<file path="config.mk">
export PLATFORM = sky130hd
export DESIGN_NAME = sbank_shadow_bank
export DESIGN_NICKNAME = d
export VERILOG_FILES = /design/src/rtl/sbank_pkg.sv /design/src/rtl/sbank_edge_sync.sv /design/src/rtl/sbank_shadow.sv /design/src/rtl/sbank_sync_fsm.sv /design/src/rtl/sbank_shadow_bank.sv
export SDC_FILE = /design/constraint.sdc
export NUM_CORES = 1
export LEC_CHECK = 0
export BUFFER_PORTS_ARGS = -buffer_cell sky130_fd_sc_hd__buf_4
export CORE_ASPECT_RATIO = 1.2
export CORE_MARGIN = 3
export CORE_UTILIZATION = 31
export DETAILED_ROUTE_END_ITERATION = 6
export HOLD_SLACK_MARGIN = 0.03
export PLACE_DENSITY = 0.45
export SLEW_MARGIN = 0
export SYNTH_ARGS = -nofsm -noshare
export SYNTH_HDL_FRONTEND = slang
export SYNTH_SLANG_ARGS = --single-unit
</file>
<file path="constraint.sdc">
create_clock -name clk -period 3 [get_ports clk]
set_input_delay 0.6 -clock clk [delete_from_list [all_inputs] [get_ports clk]]
set_output_delay 0.6 -clock clk [all_outputs]
set_load 0.01 [all_outputs]
</file>
<file path="src/rtl/sbank_pkg.sv">
package sbank_pkg;
    typedef enum logic [1:0] {
        KIND_SINGLE = 2'd0,
        KIND_LOW    = 2'd1,
        KIND_HIGH   = 2'd2
    } reg_kind_e;

    typedef enum logic [1:0] {
        UPD_IDLE     = 2'd0,
        UPD_WAIT_VD  = 2'd1,
        UPD_COUNT_HD = 2'd2
    } upd_state_e;
endpackage

</file>
<file path="src/rtl/sbank_edge_sync.sv">
module sbank_edge_sync (
    input  logic clk,
    input  logic rst_n,
    input  logic async_in,
    output logic fall
);
    logic meta_q, sync_q, last_q;

    always_ff @(posedge clk or negedge rst_n) begin
        if (!rst_n) begin
            meta_q <= 1'b1;
            sync_q <= 1'b1;
            last_q <= 1'b1;
        end else begin
            meta_q <= async_in;
            sync_q <= meta_q;
            last_q <= sync_q;
        end
    end

    assign fall = last_q & ~sync_q;
endmodule

</file>
<file path="src/rtl/sbank_shadow.sv">
module sbank_shadow
    import sbank_pkg::*;
#(
    parameter int NREG = 16,
    parameter int DW   = 6,
    parameter int AW   = $clog2(NREG),
    parameter logic [2*NREG-1:0] KIND_MAP = '0
) (
    input  logic               clk,
    input  logic               rst_n,
    input  logic               wr_stb,
    input  logic [AW-1:0]      wr_addr,
    input  logic [DW-1:0]      wr_data,
    input  logic               sl,
    output logic               sl_rise,
    output logic [NREG-1:0]    pend,
    output logic [NREG*DW-1:0] cand_flat,
    output logic [NREG*DW-1:0] pre_flat
);
    logic sl_q;
    logic [DW-1:0] stage_q [NREG];
    logic [DW-1:0] cand_q  [NREG];
    logic [DW-1:0] pre_q   [NREG];

    always_ff @(posedge clk or negedge rst_n) begin
        if (!rst_n) sl_q <= 1'b1;
        else        sl_q <= sl;
    end
    assign sl_rise = sl & ~sl_q;

    for (genvar a = 0; a < NREG; a++) begin : g_slot
        localparam reg_kind_e KIND = reg_kind_e'(KIND_MAP[2*a +: 2]);
        logic hit, set_pend;

        assign hit = wr_stb && (wr_addr == AW'(a));

        if (KIND == KIND_LOW) begin : g_low
            logic hit_up;
            assign hit_up   = wr_stb && (wr_addr == AW'(a + 1));
            assign set_pend = hit_up;
            always_ff @(posedge clk or negedge rst_n) begin
                if (!rst_n)      cand_q[a] <= '0;
                else if (hit_up) cand_q[a] <= stage_q[a];
            end
        end else begin : g_direct
            assign set_pend = hit;
            always_ff @(posedge clk or negedge rst_n) begin
                if (!rst_n)   cand_q[a] <= '0;
                else if (hit) cand_q[a] <= wr_data;
            end
        end

        always_ff @(posedge clk or negedge rst_n) begin
            if (!rst_n) begin
                stage_q[a] <= '0;
                pre_q[a]   <= '0;
                pend[a]    <= 1'b0;
            end else begin
                if (hit) stage_q[a] <= wr_data;
                if (sl_rise && pend[a]) pre_q[a] <= cand_q[a];
                if (set_pend)     pend[a] <= 1'b1;
                else if (sl_rise) pend[a] <= 1'b0;
            end
        end

        assign cand_flat[a*DW +: DW] = cand_q[a];
        assign pre_flat[a*DW +: DW]  = pre_q[a];

        if (KIND == KIND_HIGH && a > 0) begin : g_pair_chk
            assert_pair_commit_R3: assert property (@(posedge clk) disable iff (!rst_n)
                pend[a] |-> pend[a-1]);
        end
    end

    // pending marks never survive a frame end unless rewritten
    assert_pend_clear_R4: assert property (@(posedge clk) disable iff (!rst_n)
        (sl_rise && !wr_stb) |=> (pend == '0));
endmodule

</file>
<file path="src/rtl/sbank_sync_fsm.sv">
module sbank_sync_fsm
    import sbank_pkg::*;
#(
    parameter int NREG = 16,
    parameter int DW   = 6
) (
    input  logic            clk,
    input  logic            rst_n,
    input  logic            vd_fall,
    input  logic            hd_fall,
    input  logic [NREG-1:0] sync_load,
    input  logic [DW-1:0]   hd_target,
    output logic            fire,
    output logic [NREG-1:0] arm_mask
);
    upd_state_e      state_q, state_d;
    logic [NREG-1:0] new_q, new_d, arm_q, arm_d;
    logic [DW-1:0]   hcnt_q, hcnt_d;

    always_ff @(posedge clk or negedge rst_n) begin
        if (!rst_n) state_q <= UPD_IDLE;
        else        state_q <= state_d;
    end

    always_ff @(posedge clk or negedge rst_n) begin
        if (!rst_n) begin
            new_q  <= '0;
            arm_q  <= '0;
            hcnt_q <= '0;
        end else begin
            new_q  <= new_d;
            arm_q  <= arm_d;
            hcnt_q <= hcnt_d;
        end
    end

    always_comb begin
        state_d = state_q;
        fire    = 1'b0;
        new_d   = new_q | sync_load;
        arm_d   = arm_q;
        hcnt_d  = hcnt_q;
        unique case (state_q)
            UPD_IDLE: begin
                if (new_q != '0) state_d = UPD_WAIT_VD;
            end
            UPD_WAIT_VD: begin
                if (vd_fall) begin
                    arm_d   = arm_q | new_q;
                    new_d   = sync_load;
                    hcnt_d  = '0;
                    state_d = UPD_COUNT_HD;
                end
            end
            UPD_COUNT_HD: begin
                if (vd_fall) begin
                    arm_d  = arm_q | new_q;
                    new_d  = sync_load;
                    hcnt_d = '0;
                end else if (hd_fall) begin
                    if (hcnt_q == hd_target) begin
                        fire    = 1'b1;
                        arm_d   = '0;
                        state_d = (new_d != '0) ? UPD_WAIT_VD : UPD_IDLE;
                    end else begin
                        hcnt_d = hcnt_q + 1'b1;
                    end
                end
            end
            default: state_d = UPD_IDLE;
        endcase
    end

    assign arm_mask = arm_q;

    assert_wait_no_fire_R8: assert property (@(posedge clk) disable iff (!rst_n)
        (state_q == UPD_WAIT_VD) |-> !fire);
    assert_fire_on_hd_R7: assert property (@(posedge clk) disable iff (!rst_n)
        fire |-> hd_fall);
    assert_idle_unarmed_R7: assert property (@(posedge clk) disable iff (!rst_n)
        (state_q == UPD_IDLE) |-> (arm_q == '0));
endmodule

</file>
<file path="src/rtl/sbank_shadow_bank.sv">
module sbank_shadow_bank #(
    parameter int NREG     = 16,
    parameter int DW       = 6,
    parameter int AW       = $clog2(NREG),
    parameter int UPD_ADDR = NREG - 1,
    parameter logic [2*NREG-1:0] KIND_MAP = 32'h0000_0909,
    parameter logic [NREG-1:0]   SYNC_MAP = 16'h0038
) (
    input  logic               clk,
    input  logic               rst_n,
    input  logic               wr_stb,
    input  logic [AW-1:0]      wr_addr,
    input  logic [DW-1:0]      wr_data,
    input  logic               sl,
    input  logic               vd,
    input  logic               hd,
    output logic [NREG*DW-1:0] act_regs
);
    logic               vd_fall, hd_fall, sl_rise, fire;
    logic [NREG-1:0]    pend, arm_mask, frame_set, sync_load;
    logic [NREG*DW-1:0] cand_flat, pre_flat;

    sbank_edge_sync u_vd_sync (.clk(clk), .rst_n(rst_n), .async_in(vd), .fall(vd_fall));
    sbank_edge_sync u_hd_sync (.clk(clk), .rst_n(rst_n), .async_in(hd), .fall(hd_fall));

    sbank_shadow #(.NREG(NREG), .DW(DW), .AW(AW), .KIND_MAP(KIND_MAP)) u_shadow (
        .clk(clk), .rst_n(rst_n), .wr_stb(wr_stb), .wr_addr(wr_addr),
        .wr_data(wr_data), .sl(sl), .sl_rise(sl_rise), .pend(pend),
        .cand_flat(cand_flat), .pre_flat(pre_flat)
    );

    assign frame_set = sl_rise ? (pend & ~SYNC_MAP) : '0;
    assign sync_load = sl_rise ? (pend &  SYNC_MAP) : '0;

    sbank_sync_fsm #(.NREG(NREG), .DW(DW)) u_fsm (
        .clk(clk), .rst_n(rst_n), .vd_fall(vd_fall), .hd_fall(hd_fall),
        .sync_load(sync_load), .hd_target(act_regs[UPD_ADDR*DW +: DW]),
        .fire(fire), .arm_mask(arm_mask)
    );

    for (genvar a = 0; a < NREG; a++) begin : g_live
        always_ff @(posedge clk or negedge rst_n) begin
            if (!rst_n)                   act_regs[a*DW +: DW] <= '0;
            else if (frame_set[a])        act_regs[a*DW +: DW] <= cand_flat[a*DW +: DW];
            else if (fire && arm_mask[a]) act_regs[a*DW +: DW] <= pre_flat[a*DW +: DW];
        end
    end

    // live values move only on a frame end or a sync commit
    assert_live_stable_R9: assert property (@(posedge clk) disable iff (!rst_n)
        (!sl_rise && !fire) |=> $stable(act_regs));
endmodule

</file>
Yosys cells after proc, flatten, opt, wreduce, memory -nomap -nowiden
Cells that the tools add are included.
{"block": "op_classes", "n_addsub": 1, "multipliers": 0, "div": 0, "n_lt_le_gt_ge": 0, "n_eq_ne": 26, "shifts": 0, "mux": 72, "bitwise": 8, "reduce_logical": 85}
{"cell": "$mux W6", "count": 37}
{"cell": "$mux W16", "count": 7}
{"cell": "$reduce_bool A2 Y1", "count": 31}
{"cell": "$logic_and A1 B1 Y1", "count": 46}
{"cell": "$eq A4 B4 Y1 const B", "count": 8}
{"cell": "$pmux W16 S2", "count": 1}
{"cell": "$reduce_bool A16 Y1", "count": 2}
{"cell": "$mux W1", "count": 20}
{"cell": "$eq A4 B3 Y1 const B", "count": 4}
{"cell": "$or A16 B16 Y16", "count": 1}
{"cell": "$or A16 B6 Y16", "count": 1}
{"cell": "$pmux W6 S2", "count": 1}
{"cell": "$mux W2", "count": 5}
{"cell": "$eq A4 B2 Y1 const B", "count": 2}
{"cell": "$reduce_and A4 Y1", "count": 2}
{"cell": "$add A6 B1 Y6 const B", "count": 1}
{"cell": "$eq A6 B6 Y1", "count": 1}
{"cell": "$ne A2 B1 Y1 const B", "count": 3}
{"cell": "$ne A3 B2 Y1 const B", "count": 2}
{"cell": "$pmux W2 S3", "count": 1}
{"cell": "$reduce_and A5 Y1", "count": 1}
{"cell": "$eq A4 B1 Y1 const B", "count": 1}
{"cell": "$logic_not A4 Y1", "count": 1}
{"cell": "$ne A2 B2 Y1 const B", "count": 2}
{"cell": "other kinds (7)", "count": 11}
{"block": "totals", "regBits": 361, "latch_bits": 0, "ram_bits": 0, "rom_bits": 0, "input_bits": 16, "word_cells": 267, "n_memories": 0}

Logic depth before layout (Yosys ltp)
{"block": "logic_depth", "word_depth": 10, "mapped_depth": 10, "ltp_nobuf": 7}

Modules after synthesis
Synthesis repeated with hierarchy kept, for this count alone.
{"block": "unflattened", "cells_unflattened": 1143, "area_unflattened_um2": 15388.5}
{"module": "sbank_shadow", "n_inst": 1, "cells_per_inst": 500, "area_each_um2": 8160.3, "seq_area_each_um2": 5481.5}
{"module": "sbank_shadow_bank", "n_inst": 1, "cells_per_inst": 487, "area_each_um2": 5260.0, "seq_area_each_um2": 2402.3}
{"module": "sbank_sync_fsm", "n_inst": 1, "cells_per_inst": 148, "area_each_um2": 1783.0, "seq_area_each_um2": 1001.0}
{"module": "sbank_edge_sync", "n_inst": 2, "cells_per_inst": 4, "area_each_um2": 92.6, "seq_area_each_um2": 78.8}

Least setup slack after synthesis
OpenSTA, ideal clock, no wires.
{"block": "synth_path", "path_type": "register to register", "startpoint": "register u_fsm.state_q[0]", "endpoint": "register act_regs[24]", "t_arrival_ns": 1.736, "path_slack_ns": 1.139, "path_stages_with_launch": 10, "path_buffers": 2, "period_less_slack_ns": 1.861, "path_cell_list": "dfrtp_1 > inv_1 > ha_1 > buf_2 > inv_1 > nor2_1 > and4_4 > buf_6 > nand2_4 > mux2_2"}
{"block": "synth_via", "elab_chain_len": 4}
{"item": "start, declared", "line_no": "sbank_sync_fsm.sv:16", "rtl": "upd_state_e state_q, state_d;"}
{"item": "start signal, assigned", "line_no": "sbank_sync_fsm.sv:22", "rtl": "else state_q <= state_d;"}
{"item": "$eq A2 B2 Y1", "line_no": "sbank_sync_fsm.sv:43", "rtl": "unique case (state_q)"}
{"item": "$mux W1", "line_no": "sbank_sync_fsm.sv:43"}
{"item": "$logic_and A1 B1 Y1", "line_no": "sbank_shadow_bank.sv:45", "rtl": "else if (fire && arm_mask[a]) act_regs[a*DW +: DW] <= pre_flat[a*DW +: DW];"}
{"item": "$reduce_bool A2 Y1 (no source line)"}
{"item": "end signal, assigned by index", "line_no": "sbank_shadow_bank.sv:44", "rtl": "else if (frame_set[a]) act_regs[a*DW +: DW] <= cand_flat[a*DW +: DW];"}
{"item": "end signal, assigned by index", "line_no": "sbank_shadow_bank.sv:45"}
{"item": "end, declared", "line_no": "sbank_shadow_bank.sv:17", "rtl": "output logic [NREG*DW-1:0] act_regs"}
No other way between the ends.
A chain may end at the register's enable or synchronous reset.

Worst setup path in the final report
{"block": "layout_path", "startpoint": "register u_fsm.state_q[0]", "endpoint": "register act_regs[86]"}
Same word-level chain as after synthesis.

==> results list <==
- Worst EP required: approximately 3400 ps
- In this run the cell area of the synthesized design comes to around 0.014 mm².
- For this run, the leading register cell type out of synthesis is sky130_fd_sc_hd__dfrtp_1.
- 0 antenna diodes ended up in the layout.
- Once detailed placement completed, the half-perimeter wirelength came to between 20000 and 25000 µm.
- Setup repair after global routing missed its margin: no
- Max Cap Viol: 0
- Register-to-register path setup slack: between 500 and 600 ps
* Number of antenna violations at the first check in global routing: 0
- Placed cell area: 0.0156 mm²
* Maximum count of clock buffers along a single path: 3
- In this run the horizontal extent of the chip is roughly 200 µm.
- Syn_area_per_cell: roughly 12 µm²
* EDFF count, synth: 0
- The clock network burns about a third of the power.
* Final standard cell count with taps included and fillers excluded: roughly 1900
- Sequential standard cell area: approximately 0.0087 mm²
- The final layout contains 1257 nets.
- Cts repair resizes: 0
- Final Hold Viols: 0
- Number of vias after detailed routing: ~9000
* Distinct cells, synth: 45
- The share of total power dissipated in sequential elements is a little under 50%.
* Row Count: 85
* Endpoint of the worst register-to-register path: act_regs[86]$_DFFE_PN0P_
- Vias in the first global route: about 9400
* Share of the core filled with cells in the final layout: approximately 37%
- Combinational cells account for approximately a fifth of the total power.
- For this design the total switching power over the nets is about 3.8 mW.
- Routed Antenna Nets: 0
- Dominant cells by area after synthesis: sky130_fd_sc_hd__dfrtp_1 (60%), sky130_fd_sc_hd__mux2_2 (17%), sky130_fd_sc_hd__a31oi_1 (3.2%)
* Area share of the largest cell type after synthesis: about three fifths
- Total number of yosys warnings: 0
* Root cell of the clock tree: sky130_fd_sc_hd__clkbuf_16
* Maximum number of pins on one net before global-route repair: between 70 and 80
- Sequential cells were found to cover between 60% and 70% of the synthesized design area.
* Most frequent standard cell in the layout excluding fill and tap cells: sky130_fd_sc_hd__dfrtp_1
- Buffers inserted to repair hold after CTS numbered 0.
* Post-Place Cells: ~1800
- Global-route wire length before repair: between 50000 and 60000 µm
- The final layout contains routed wiring with a total length of roughly 35000 µm.
* Maximum VDD drop: slightly below 0.4 mV
* Setup WS post-layout: 583 ps
* Number of fill cells in the layout: between 4000 and 5000
- The first detailed-routing pass took 4 iterations.
- The floorplan step defined a core boundary enclosing 0.0449 mm².
- Die height: approximately 240 µm
- The worst setup path is launched from a register.
- The worst setup path is captured at a register.
- Total Die Area: between 0.04 and 0.05 mm²
* Slew Limit Fails: 0
- Number of violations reported at the end of detailed-routing iteration 0: ~450
* Cell accounting for the most synthesized area: sky130_fd_sc_hd__dfrtp_1
- Post-route design area: 0.0168 mm²
- Hold WC Path Type: primary input to asynchronous set/reset pin
- Setup tns final: 0 ps
* Clk pin slew, worst setup/hold paths: 60 ps
* Worst-Margin Slew: ~800 ps
* Syn Inst Count: ~1100
- The worst path uses between 80% and 90% of the clock period.
- In this run the tightest slew margin relative to its limit is between 40 and 50%.
* Switching fraction of total power: ~27%
- Routability-driven placement finished with a final weighted congestion of 0.739.
* Worst-Skew Late Latency: roughly 520 ps
- The clock tree synthesis step divided the H-tree into 2 levels.
* Total I/O pin count: between 100 and 150
- In the final routed layout, each cell accounts on average for approximately 19 µm.
- The clock arrives with 15.7 ps of skew.
- Global routing consumed, over all layers together, about 15% of the routing resources.
- Power spread over the standard cell area amounts to about 830 mW/mm².
* Worst endpoint data arrival time: around 2900 ps
* Worst Path Class, Setup: register to register
- Buffers placed on the I/O ports in this run total roughly 110.
* Layout area overhead: 19.2%
* Post-placement setup slack: a little under 600 ps
* CP Max Fanout: 66
- Cells with a size suffix above 1 make up around a third of the layout.
* Leading cell types in the layout, fill and taps excluded: sky130_fd_sc_hd__dfrtp_1 (341), sky130_fd_sc_hd__mux2_2 (216), sky130_fd_sc_hd__buf_4 (124), sky130_fd_sc_hd__nand3_1 (88), sky130_fd_sc_hd__nor2_1 (87)
- Setup violations remaining at the end of the flow were counted as 0.
- Initial standard-cell utilization of the core: a little under a third
- GRT Residual Overflow: 0
* Via-per-instance ratio: approximately 4.9
- Counting every net in the synthesized netlist gives about 1200.
- In this run the critical register-to-register path is launched from u_fsm.state_q[0]$_DFFE_PN0P_.
* Internal power consumption: 10.2 mW
- Fraction of synthesis flops using an asynchronous set or reset pin: between 90% and 100%
* Total area of multi-input combinational cells: roughly 0.005 mm²
* Fin crit period: ~2400 ps
* Num CTS Buffers: 38
- FF-to-FF path depth: 8
- TritonCTS built the clock tree.
- Setup Fix Bufs, Post-CTS: 0
- The analysis attributes to cell leakage a power of between 7 and 8 nW.
- For this run, the top clock speed supported by timing is between 400 and 500 MHz.
* Number of synthesized register bits: 348
- After detailed routing, the number of remaining DRC violations is 0.
- Result of the run: finished clean
* Sinks on the clock net: 348
## area by class of cell
type / instances / area share (%)
Clock inverter: 15 / 0.937
Tap cell: 609 / 4.53
Clock buffer: 52 / 6.33
Timing Repair Buffer: 130 / 6.22
Sequential cell: 348 / 51.8
Multi-Input combinational cell: 698 / 29.8
Inverter: 19 / 0.424
## state kept, by name, summed over array words and instances, names as in the netlist, 2 cells and up
register / cells
u_fsm.new_q: 3
u_shadow.cand_flat: 96
act_regs: 96
u_fsm.hcnt_q: 6
u_shadow.pend: 14
u_fsm.state_q: 2
u_fsm.arm_mask: 16
u_shadow.pre_flat: 96
u_shadow.stage_q: 12
## power groups by stage
stage | Sequential (mW) | Combinational, mW | Clock (mW)
6_report | 6.77 | 2.62 | 4.61
5_1_grt | 6.96 | 2.92 | 4.99
4_1_cts | 6.81 | 2.67 | 4.79
3_5_place_dp | 6.87 | 2.67 | 0
3_3_place_gp | 6.87 | 2.61 | 0
2_1_floorplan | 6.74 | 1.42 | 0
## worst max-delay path, stage by stage (launching register included)
cell and delay, ps:
sky130_fd_sc_hd__dfrtp_1 410, sky130_fd_sc_hd__inv_1 110, sky130_fd_sc_hd__ha_1 360, sky130_fd_sc_hd__inv_1 120, sky130_fd_sc_hd__nor2_1 220, sky130_fd_sc_hd__and4_4 390
sky130_fd_sc_hd__buf_12 370, sky130_fd_sc_hd__nand3_1 130, sky130_fd_sc_hd__a31oi_1 210
## worst max-delay path by stage
stage                                       startpoint                        to  cells past startpoint
after global routing      u_fsm.state_q[0]$_DFFE_PN0P_  act_regs[43]$_DFFE_PN0P_                      8
after CTS                 u_fsm.state_q[0]$_DFFE_PN0P_  act_regs[86]$_DFFE_PN0P_                      8
after floorplan           u_fsm.state_q[0]$_DFFE_PN0P_  act_regs[24]$_DFFE_PN0P_                      9
final                     u_fsm.state_q[0]$_DFFE_PN0P_  act_regs[86]$_DFFE_PN0P_                      8
after global placement    u_fsm.state_q[0]$_DFFE_PN0P_  act_regs[47]$_DFFE_PN0P_                      8
after detailed placement  u_fsm.state_q[0]$_DFFE_PN0P_  act_regs[82]$_DFFE_PN0P_                      8
## logic make-up (layout without fill, tap and decap cells)
kind of cell / count (synthesis) / in the layout / share of synthesized area [%]
xor+xnor: 4 / 4 / 0.248
mux: 218 / 218 / 17.4
simple gates: 287 / 287 / 9.65
fa+ha+maj: 6 / 6 / 0.532
flops: 348 / 348 / 61.8
buf+inv: 83 / 216 / 2.77
compound gates: 183 / 183 / 7.62
## Yosys cell counts, types with 7 or more instances
master,instances
sky130_fd_sc_hd__nand3_1,88
sky130_fd_sc_hd__a21oi_1,7
sky130_fd_sc_hd__nand2b_1,9
sky130_fd_sc_hd__dfstp_2,7
sky130_fd_sc_hd__buf_2,13
sky130_fd_sc_hd__nor2_1,87
sky130_fd_sc_hd__and2_1,15
sky130_fd_sc_hd__mux2_2,216
sky130_fd_sc_hd__nand2_1,54
sky130_fd_sc_hd__nand3b_1,8
sky130_fd_sc_hd__a21o_1,11
sky130_fd_sc_hd__dfrtp_1,341
sky130_fd_sc_hd__inv_1,19
sky130_fd_sc_hd__a31oi_1,73
sky130_fd_sc_hd__o21ai_0,66
sky130_fd_sc_hd__buf_6,8
sky130_fd_sc_hd__clkbuf_1,41
sky130_fd_sc_hd__o21ai_1,15
## per-layer routing
metal  vias to the layer above  global-route usage, %  wire length (µm)
li1                       4246                      -                 -
met1                      4681                   20.0             16300
met2                       124                   24.6             17100
met3                        42                   2.47              1140
met4                         0                   3.94               699
met5                         -                      0                 0
## metrics by stage
stage,power [mW],hold slack (ps)
after global routing,14.9,39.8
after CTS,14.3,35.9
after detailed placement,9.54,349
final,14.0,29.9
after floorplan,8.17,304
after global placement,9.48,349
(Power assumes the default switching activity.)
